===== config.mk =====
export PLATFORM = sky130hd
export DESIGN_NAME = can_bit_timer
export DESIGN_NICKNAME = d
export VERILOG_FILES = /design/src/rtl/can_bt_pkg.sv /design/src/rtl/cbt_cfg_decode.sv /design/src/rtl/cbt_prescaler.sv /design/src/rtl/cbt_rx_edge.sv /design/src/rtl/cbt_seg_fsm.sv /design/src/rtl/can_bit_timer.sv
export SDC_FILE = /design/constraint.sdc
export NUM_CORES = 1
export LEC_CHECK = 0
export ABC_AREA = 1
export CAP_MARGIN = 25
export CORE_UTILIZATION = 30
export CTS_CLUSTER_DIAMETER = 40
export CTS_CLUSTER_SIZE = 20
export DETAILED_ROUTE_END_ITERATION = 10
export GPL_TIMING_DRIVEN = 1
export HOLD_SLACK_MARGIN = 0.08
export PLACE_DENSITY_LB_ADDON = 0.12
export SETUP_SLACK_MARGIN = 0.15
export SYNTH_ARGS = -nofsm -noshare
export SYNTH_HDL_FRONTEND = slang
export SYNTH_SLANG_ARGS = --single-unit

===== constraint.sdc =====
create_clock -name clk -period 3.9 [get_ports clk]
set_clock_uncertainty 0.05 [all_clocks]
set_input_delay 0.78 -clock clk [delete_from_list [all_inputs] [get_ports clk]]
set_output_delay 0.78 -clock clk [all_outputs]
set_load 0.005 [all_outputs]

===== src/rtl/can_bt_pkg.sv =====
package can_bt_pkg;

  typedef enum logic [1:0] {
    PH_SYNC = 2'd0,
    PH_SEG1 = 2'd1,
    PH_SEG2 = 2'd2
  } seg_phase_e;

  // phase correction: the error, capped by the jump width
  function automatic int unsigned sjw_clip(input int unsigned err,
                                           input int unsigned sjw);
    return (err < sjw) ? err : sjw;
  endfunction

  // widest of three field widths
  function automatic int max3(input int a, input int b, input int c);
    int m;
    m = (a > b) ? a : b;
    return (m > c) ? m : c;
  endfunction

endpackage


===== src/rtl/cbt_cfg_decode.sv =====
module cbt_cfg_decode #(
  parameter int CFG_W   = 32,
  parameter int BRP_W   = 10,
  parameter int TS1_W   = 4,
  parameter int TS2_W   = 3,
  parameter int SJW_W   = 2,
  parameter int BRP_LSB = 0,
  parameter int TS1_LSB = 16,
  parameter int TS2_LSB = 20,
  parameter int SJW_LSB = 24,
  parameter int CNT_W   = 6
) (
  input  logic [CFG_W-1:0] cfg,
  output logic [BRP_W-1:0] brp_field,
  output logic [CNT_W-1:0] ts1_len,
  output logic [CNT_W-1:0] ts2_len,
  output logic [CNT_W-1:0] sjw_len
);
  localparam logic [CNT_W-1:0] ONE = CNT_W'(1);

  logic unused_cfg_bits;

  // prescaler is kept raw: the divider compares against value-minus-one
  assign brp_field = cfg[BRP_LSB +: BRP_W];
  assign ts1_len   = CNT_W'(cfg[TS1_LSB +: TS1_W]) + ONE;
  assign ts2_len   = CNT_W'(cfg[TS2_LSB +: TS2_W]) + ONE;
  assign sjw_len   = CNT_W'(cfg[SJW_LSB +: SJW_W]) + ONE;

  assign unused_cfg_bits = &{1'b0, cfg};
endmodule


===== src/rtl/cbt_prescaler.sv =====
module cbt_prescaler #(
  parameter int BRP_W = 10
) (
  input  logic             clk,
  input  logic             rst_n,
  input  logic [BRP_W-1:0] brp_field,
  output logic             tick
);
  logic [BRP_W-1:0] pcnt_q;

  assign tick = (pcnt_q == brp_field);

  always_ff @(posedge clk) begin
    if (!rst_n)    pcnt_q <= '0;
    else if (tick) pcnt_q <= '0;
    else           pcnt_q <= pcnt_q + BRP_W'(1);
  end
endmodule


===== src/rtl/cbt_rx_edge.sv =====
module cbt_rx_edge (
  input  logic clk,
  input  logic rst_n,
  input  logic tick,
  input  logic rx_in,
  output logic fall
);
  logic rx_last_q;

  // recessive in the previous quantum, dominant in this one
  assign fall = tick & rx_last_q & ~rx_in;

  always_ff @(posedge clk) begin
    if (!rst_n)    rx_last_q <= 1'b1;
    else if (tick) rx_last_q <= rx_in;
  end
endmodule


===== src/rtl/cbt_seg_fsm.sv =====
module cbt_seg_fsm
  import can_bt_pkg::*;
#(
  parameter int CNT_W = 6
) (
  input  logic             clk,
  input  logic             rst_n,
  input  logic             tick,
  input  logic             fall,
  input  logic             hsync_en,
  input  logic [CNT_W-1:0] ts1_len,
  input  logic [CNT_W-1:0] ts2_len,
  input  logic [CNT_W-1:0] sjw_len,
  output logic             tq_stb,
  output logic             sample_stb,
  output logic             bit_start_stb,
  output logic             hard_sync,
  output logic             resync_lengthen,
  output logic             resync_shorten
);
  localparam logic [CNT_W-1:0] ONE = CNT_W'(1);

  seg_phase_e       phase_q, phase_d;
  logic [CNT_W-1:0] cnt_q, cnt_d;
  logic [CNT_W-1:0] seg1_q, seg1_d;
  logic [CNT_W-1:0] seg2_q, seg2_d;
  logic [CNT_W-1:0] err;
  logic             resynced_q, resynced_d;
  logic             smp_d, start_d;
  logic             resync_ok;

  assign resync_ok = fall & ~resynced_q & ~hsync_en;

  always_comb begin
    phase_d         = phase_q;
    cnt_d           = cnt_q;
    seg1_d          = seg1_q;
    seg2_d          = seg2_q;
    resynced_d      = resynced_q;
    smp_d           = 1'b0;
    start_d         = 1'b0;
    hard_sync       = 1'b0;
    resync_lengthen = 1'b0;
    resync_shorten  = 1'b0;
    err             = '0;
    if (tick) begin
      if (fall && hsync_en) begin
        // the edge quantum becomes the sync quantum
        hard_sync  = 1'b1;
        start_d    = 1'b1;
        phase_d    = PH_SEG1;
        cnt_d      = '0;
        seg1_d     = ts1_len;
        seg2_d     = ts2_len;
        resynced_d = 1'b1;
      end else begin
        unique case (phase_q)
          PH_SYNC: begin
            start_d    = 1'b1;
            phase_d    = PH_SEG1;
            cnt_d      = '0;
            seg1_d     = ts1_len;
            seg2_d     = ts2_len;
            resynced_d = 1'b0;
          end
          PH_SEG1: begin
            if (resync_ok) begin
              resync_lengthen = 1'b1;
              err             = cnt_q + ONE;
              seg1_d          = seg1_q + CNT_W'(sjw_clip(32'(err), 32'(sjw_len)));
              resynced_d      = 1'b1;
            end
            if (cnt_q == seg1_d - ONE) begin
              smp_d   = 1'b1;
              phase_d = PH_SEG2;
              cnt_d   = '0;
            end else begin
              cnt_d = cnt_q + ONE;
            end
          end
          PH_SEG2: begin
            if (resync_ok) begin
              resync_shorten = 1'b1;
              err            = seg2_q - cnt_q;
            end
            if (resync_ok && (err <= sjw_len)) begin
              // full correction: this quantum is the next sync
              start_d    = 1'b1;
              phase_d    = PH_SEG1;
              cnt_d      = '0;
              seg1_d     = ts1_len;
              seg2_d     = ts2_len;
              resynced_d = 1'b0;
            end else begin
              if (resync_ok) begin
                seg2_d     = seg2_q - sjw_len;
                resynced_d = 1'b1;
              end
              if (cnt_q == seg2_d - ONE) begin
                phase_d = PH_SYNC;
                cnt_d   = '0;
              end else begin
                cnt_d = cnt_q + ONE;
              end
            end
          end
          default: phase_d = PH_SYNC;
        endcase
      end
    end
  end

  always_ff @(posedge clk) begin
    if (!rst_n) begin
      phase_q       <= PH_SYNC;
      cnt_q         <= '0;
      seg1_q        <= ONE;
      seg2_q        <= ONE;
      resynced_q    <= 1'b0;
      tq_stb        <= 1'b0;
      sample_stb    <= 1'b0;
      bit_start_stb <= 1'b0;
    end else begin
      phase_q       <= phase_d;
      cnt_q         <= cnt_d;
      seg1_q        <= seg1_d;
      seg2_q        <= seg2_d;
      resynced_q    <= resynced_d;
      tq_stb        <= tick;
      sample_stb    <= smp_d;
      bit_start_stb <= start_d;
    end
  end
endmodule


===== src/rtl/can_bit_timer.sv =====
module can_bit_timer
  import can_bt_pkg::*;
#(
  parameter int CFG_W   = 32,
  parameter int BRP_W   = 10,
  parameter int TS1_W   = 4,
  parameter int TS2_W   = 3,
  parameter int SJW_W   = 2,
  parameter int BRP_LSB = 0,
  parameter int TS1_LSB = 16,
  parameter int TS2_LSB = 20,
  parameter int SJW_LSB = 24
) (
  input  logic             clk,
  input  logic             rst_n,
  input  logic [CFG_W-1:0] timing_cfg,
  input  logic             rx_in,
  input  logic             hsync_en,
  output logic             tq_stb,
  output logic             sample_stb,
  output logic             bit_start_stb
);
  // room for a stretched segment 1 (field max plus jump width max)
  localparam int CNT_W = max3(TS1_W, TS2_W, SJW_W) + 2;

  logic [BRP_W-1:0] brp_field;
  logic [CNT_W-1:0] ts1_len, ts2_len, sjw_len;
  logic             tq_tick_w;
  logic             rx_fall_w;
  logic             hard_sync_w;
  logic             lengthen_w;
  logic             shorten_w;

  cbt_cfg_decode #(
    .CFG_W(CFG_W), .BRP_W(BRP_W), .TS1_W(TS1_W), .TS2_W(TS2_W),
    .SJW_W(SJW_W), .BRP_LSB(BRP_LSB), .TS1_LSB(TS1_LSB),
    .TS2_LSB(TS2_LSB), .SJW_LSB(SJW_LSB), .CNT_W(CNT_W)
  ) u_decode (
    .cfg(timing_cfg), .brp_field(brp_field),
    .ts1_len(ts1_len), .ts2_len(ts2_len), .sjw_len(sjw_len)
  );

  cbt_prescaler #(.BRP_W(BRP_W)) u_presc (
    .clk(clk), .rst_n(rst_n), .brp_field(brp_field), .tick(tq_tick_w)
  );

  cbt_rx_edge u_edge (
    .clk(clk), .rst_n(rst_n), .tick(tq_tick_w), .rx_in(rx_in), .fall(rx_fall_w)
  );

  cbt_seg_fsm #(.CNT_W(CNT_W)) u_fsm (
    .clk(clk), .rst_n(rst_n), .tick(tq_tick_w), .fall(rx_fall_w),
    .hsync_en(hsync_en), .ts1_len(ts1_len), .ts2_len(ts2_len),
    .sjw_len(sjw_len), .tq_stb(tq_stb), .sample_stb(sample_stb),
    .bit_start_stb(bit_start_stb), .hard_sync(hard_sync_w),
    .resync_lengthen(lengthen_w), .resync_shorten(shorten_w)
  );
endmodule


==> flow_summary.json <==
{
  "combPwrFrac_pct": 16.9,
  "ys_seq_area_share_pct": 20.2,
  "rsz0062_at_grt": "yes",
  "finalCritPeriodShare_pct": 98.3,
  "dieHeight_um": 110,
  "dp.cells": 740,
  "critPathMaxFanout": 6,
  "syn_area_um2": 3480,
  "overflow": 0,
  "critPathKind": "input port to flip-flop",
  "dr_wl_met2_mm": 4.54,
  "mostFrequentLayoutCells": "nand2_1, inv_1, buf_4, nor2_1",
  "num_vias": 3555,
  "cts_root_buf": "clkbuf_16",
  "dr_wl_met3_um": 302,
  "port_buffers": 25,
  "area_delta_synth_final_pct": 31.0,
  "viasPerCell": 4.74,
  "switchingPower_mw": 0.249,
  "n_antenna_cell": 0,
  "yosys-top-cells-area": "dfxtp_1, nand2_1, ha_1",
  "async_reset_ff_share_pct": 0,
  "drc": 0,
  "p_int_mw": 0.708,
  "drive_gt1_share_pct": 22.3,
  "clkPwrFrac_pct": 45.1,
  "die_w_um": 110,
  "final_common_cell": "nand2_1",
  "first_pass_iters": 4,
  "synth_warnings": 0,
  "grt_pass1_wl_mm": 15.8,
  "max-vdd-ir-drop_uv": 123,
  "cts_tree": "done",
  "status": "finished clean",
  "ys_ff_latch": 35,
  "fin_area_um2": 4550,
  "p_per_area_nw_per_um2": 210,
  "start_kind": "input port",
  "grt_pass1_vias": 3305,
  "cts_buffers": 5,
  "initial_core_util_pct": 31.4,
  "hp-class": "flip-flop to flip-flop",
  "ys.flop_type": "dfxtp_1",
  "synth_edf_count": 0,
  "instances_no_fill": 750,
  "p_sw_share_pct": 26.0,
  "io-pin-count": 39,
  "routed_wl_mm": 9.61,
  "finalNetCount": 677,
  "synth_cell_types": 43,
  "fmax_mhz": 261,
  "synth_area_per_cell_um2": 6.54,
  "top_layer": "met4",
  "synth_top_area_share_pct": 20.2,
  "track_usage_pct": 17.3,
  "die-area_um2": 12000,
  "synth-xor-area-share_pct": 5.04,
  "num_rows": 38,
  "synth_top_family_by_area": "simple AND/OR/NAND/NOR gates",
  "muxShareOfSynthArea_pct": 0,
  "drt_iter0_drc": 151,
  "cts.path.max_buffers": 2,
  "synth_compound_area_share_pct": 10.9,
  "synthSimpleGateAreaFrac_pct": 40.3,
  "yosys.area_share.adder_pct": 12.2,
  "post-route-util_pct": 41.1,
  "critPathRequiredTime_ns": 4.07,
  "post-synth-top-area-cell": "dfxtp_1",
  "coreArea_um2": 11100,
  "grt_start_max_net_pins": 16,
  "synthCells": 532,
  "postCtsHoldBufs": 0,
  "setup_violations": 0,
  "drtAntennaViolNets": 0,
  "clock_latency_ns": 0.29,
  "hpwlAfterDp_mm": 7.81,
  "arrival_ns": 4.01,
  "drv_cap": 0,
  "power_mw": 0.957,
  "grt_antenna_before_repair": 0,
  "clk_pin_slew_ns": 0.05,
  "leakagePower_nw": 2.20,
  "h-tree-depth": 2,
  "wl_met1_mm": 4.61,
  "wl_per_cell_um": 12.8,
  "hold_viol_final": 0,
  "cts_sinks": 35,
  "endpoint_kind": "flip-flop",
  "period_minus_slack_ns": 3.84,
  "hold_ws_ns": 0.403,
  "dpl_cell_area_um2": 4290,
  "p_seq_share_pct": 38.0,
  "gp_congestion": 0.812,
  "finalMaxSlewViolations": 0
}
==> stage by stage <==
| step | setup TNS (ns) | worst slack (ns) |
|---|---|---|
| final | 0 | 0.0644 |
| after global routing | -1.04 | -0.143 |
| after CTS | 0 | 0.0213 |
| after detailed placement | -6.46 | -0.715 |
| after global placement | -5.85 | -0.654 |
| after floorplan | 0 | 0.0562 |
==> metal layers <==
layer  global-route usage (%)  vias to the layer above
met5                        0                        -
met4                     5.71                        0
met3                     2.67                        9
met2                     29.8                       50
met1                     21.9                     1618
li1                         -                     1878
==> cell families (layout without fill, tap and decap cells) <==
family / count (synthesis) / after routing
adders and majority gates: 32 / 32
buffers and inverters: 99 / 176
xor gates and xnor gates: 20 / 20
other: 1 / 2
and+or+nand+nor: 279 / 279
DFF: 35 / 35
AOI/OAI and AO/OA: 66 / 66
==> worst paths after layout <==
kind | from | to | slack [ns] | depth (start not counted)
max | timing_cfg[24] | u_fsm.phase_q[0]$_SDFFE_PN0P_ | 0.06 | 27
min reg2reg | u_edge.rx_last_q$_SDFFE_PN1P_ | u_edge.rx_last_q$_SDFFE_PN1P_ | 0.40 | 2
min | u_edge.rx_last_q$_SDFFE_PN1P_ | u_edge.rx_last_q$_SDFFE_PN1P_ | 0.40 | 2
max reg2reg | u_fsm.cnt_q[2]$_SDFFE_PN0P_ | u_fsm.phase_q[0]$_SDFFE_PN0P_ | 0.14 | 24
==> worst max-delay path: stages <==
cell	delay [ns]
buf_6	0.10
ha_4	0.26
inv_4	0.03
ha_4	0.19
o21ai_1	0.06
nand2_1	0.08
nand2_2	0.08
nand3_4	0.12
nand2_2	0.09
o21ai_2	0.05
ha_2	0.19
fa_1	0.47
inv_1	0.04
nand4_1	0.08
nand2_2	0.09
ha_4	0.26
xor2_1	0.14
nand2_1	0.07
nor2_1	0.09
nand3_1	0.11
nor2_2	0.11
nand3_2	0.12
nand2_2	0.11
nand3_4	0.08
nand2_1	0.07
nand2_1	0.04
nor2_1	0.09
==> power by group through the flow <==
stage	Combinational, mW	Clock [mW]	Sequential, mW
floorplan	0.0896	0	0.371
global placement	0.154	0	0.371
detailed placement	0.156	0	0.371
CTS	0.158	0.444	0.363
global route	0.181	0.458	0.364
finish	0.162	0.432	0.363
==> state kept, by name, summed over array words and instances, names as in the netlist <==
name and flops:
u_fsm.bit_start_stb 1, u_fsm.seg1_q 6, u_fsm.cnt_q 6, u_fsm.phase_q 2, u_presc.pcnt_q 10, u_fsm.sample_stb 1, u_fsm.seg2_q 6, u_fsm.tq_stb 1
u_edge.rx_last_q 1, u_fsm.resynced_q 1
==> cell usage after synthesis (2+ instances only) <==
library cell  number
nor2_2             6
nand2_4            3
nand2_1          125
o211ai_1           8
a211oi_1           2
ha_1              29
inv_1             81
nand3_1           40
nand4_2            2
a31oi_1            3
nor3_1             7
clkinv_1           3
nand3_2            5
nor3_4             2
clkbuf_1           2
o21ai_0           16
nand4_1           14
nand2_2           15
nand4_4            3
nor3b_1            3
a21oi_1           32
dfxtp_1           35
inv_2              8
fa_1               3
xnor2_1            7
nor2_1            48
xor2_1            13
buf_2              2
==> what timing repair did <==
action                                  4_1_cts  5_1_grt
pin swaps                                    15        7
endpoints found under the setup margin       10       18
setup buffers                                 1        1
resized for setup                            16       18
endpoints found under the hold margin         0        0
==> layout make-up <==
| class | instances | area (µm²) |
|---|---|---|
| Timing Repair Buffer | 76 | 636 |
| Clock buffer | 8 | 156 |
| Multi-Input combinational cell | 399 | 2540 |
| Sequential cell | 35 | 701 |
| Fill cell | 1176 | 6520 |
| Inverter | 92 | 348 |
| Tap cell | 140 | 175 |
No activity file was read; power rests on OpenSTA's default activity.
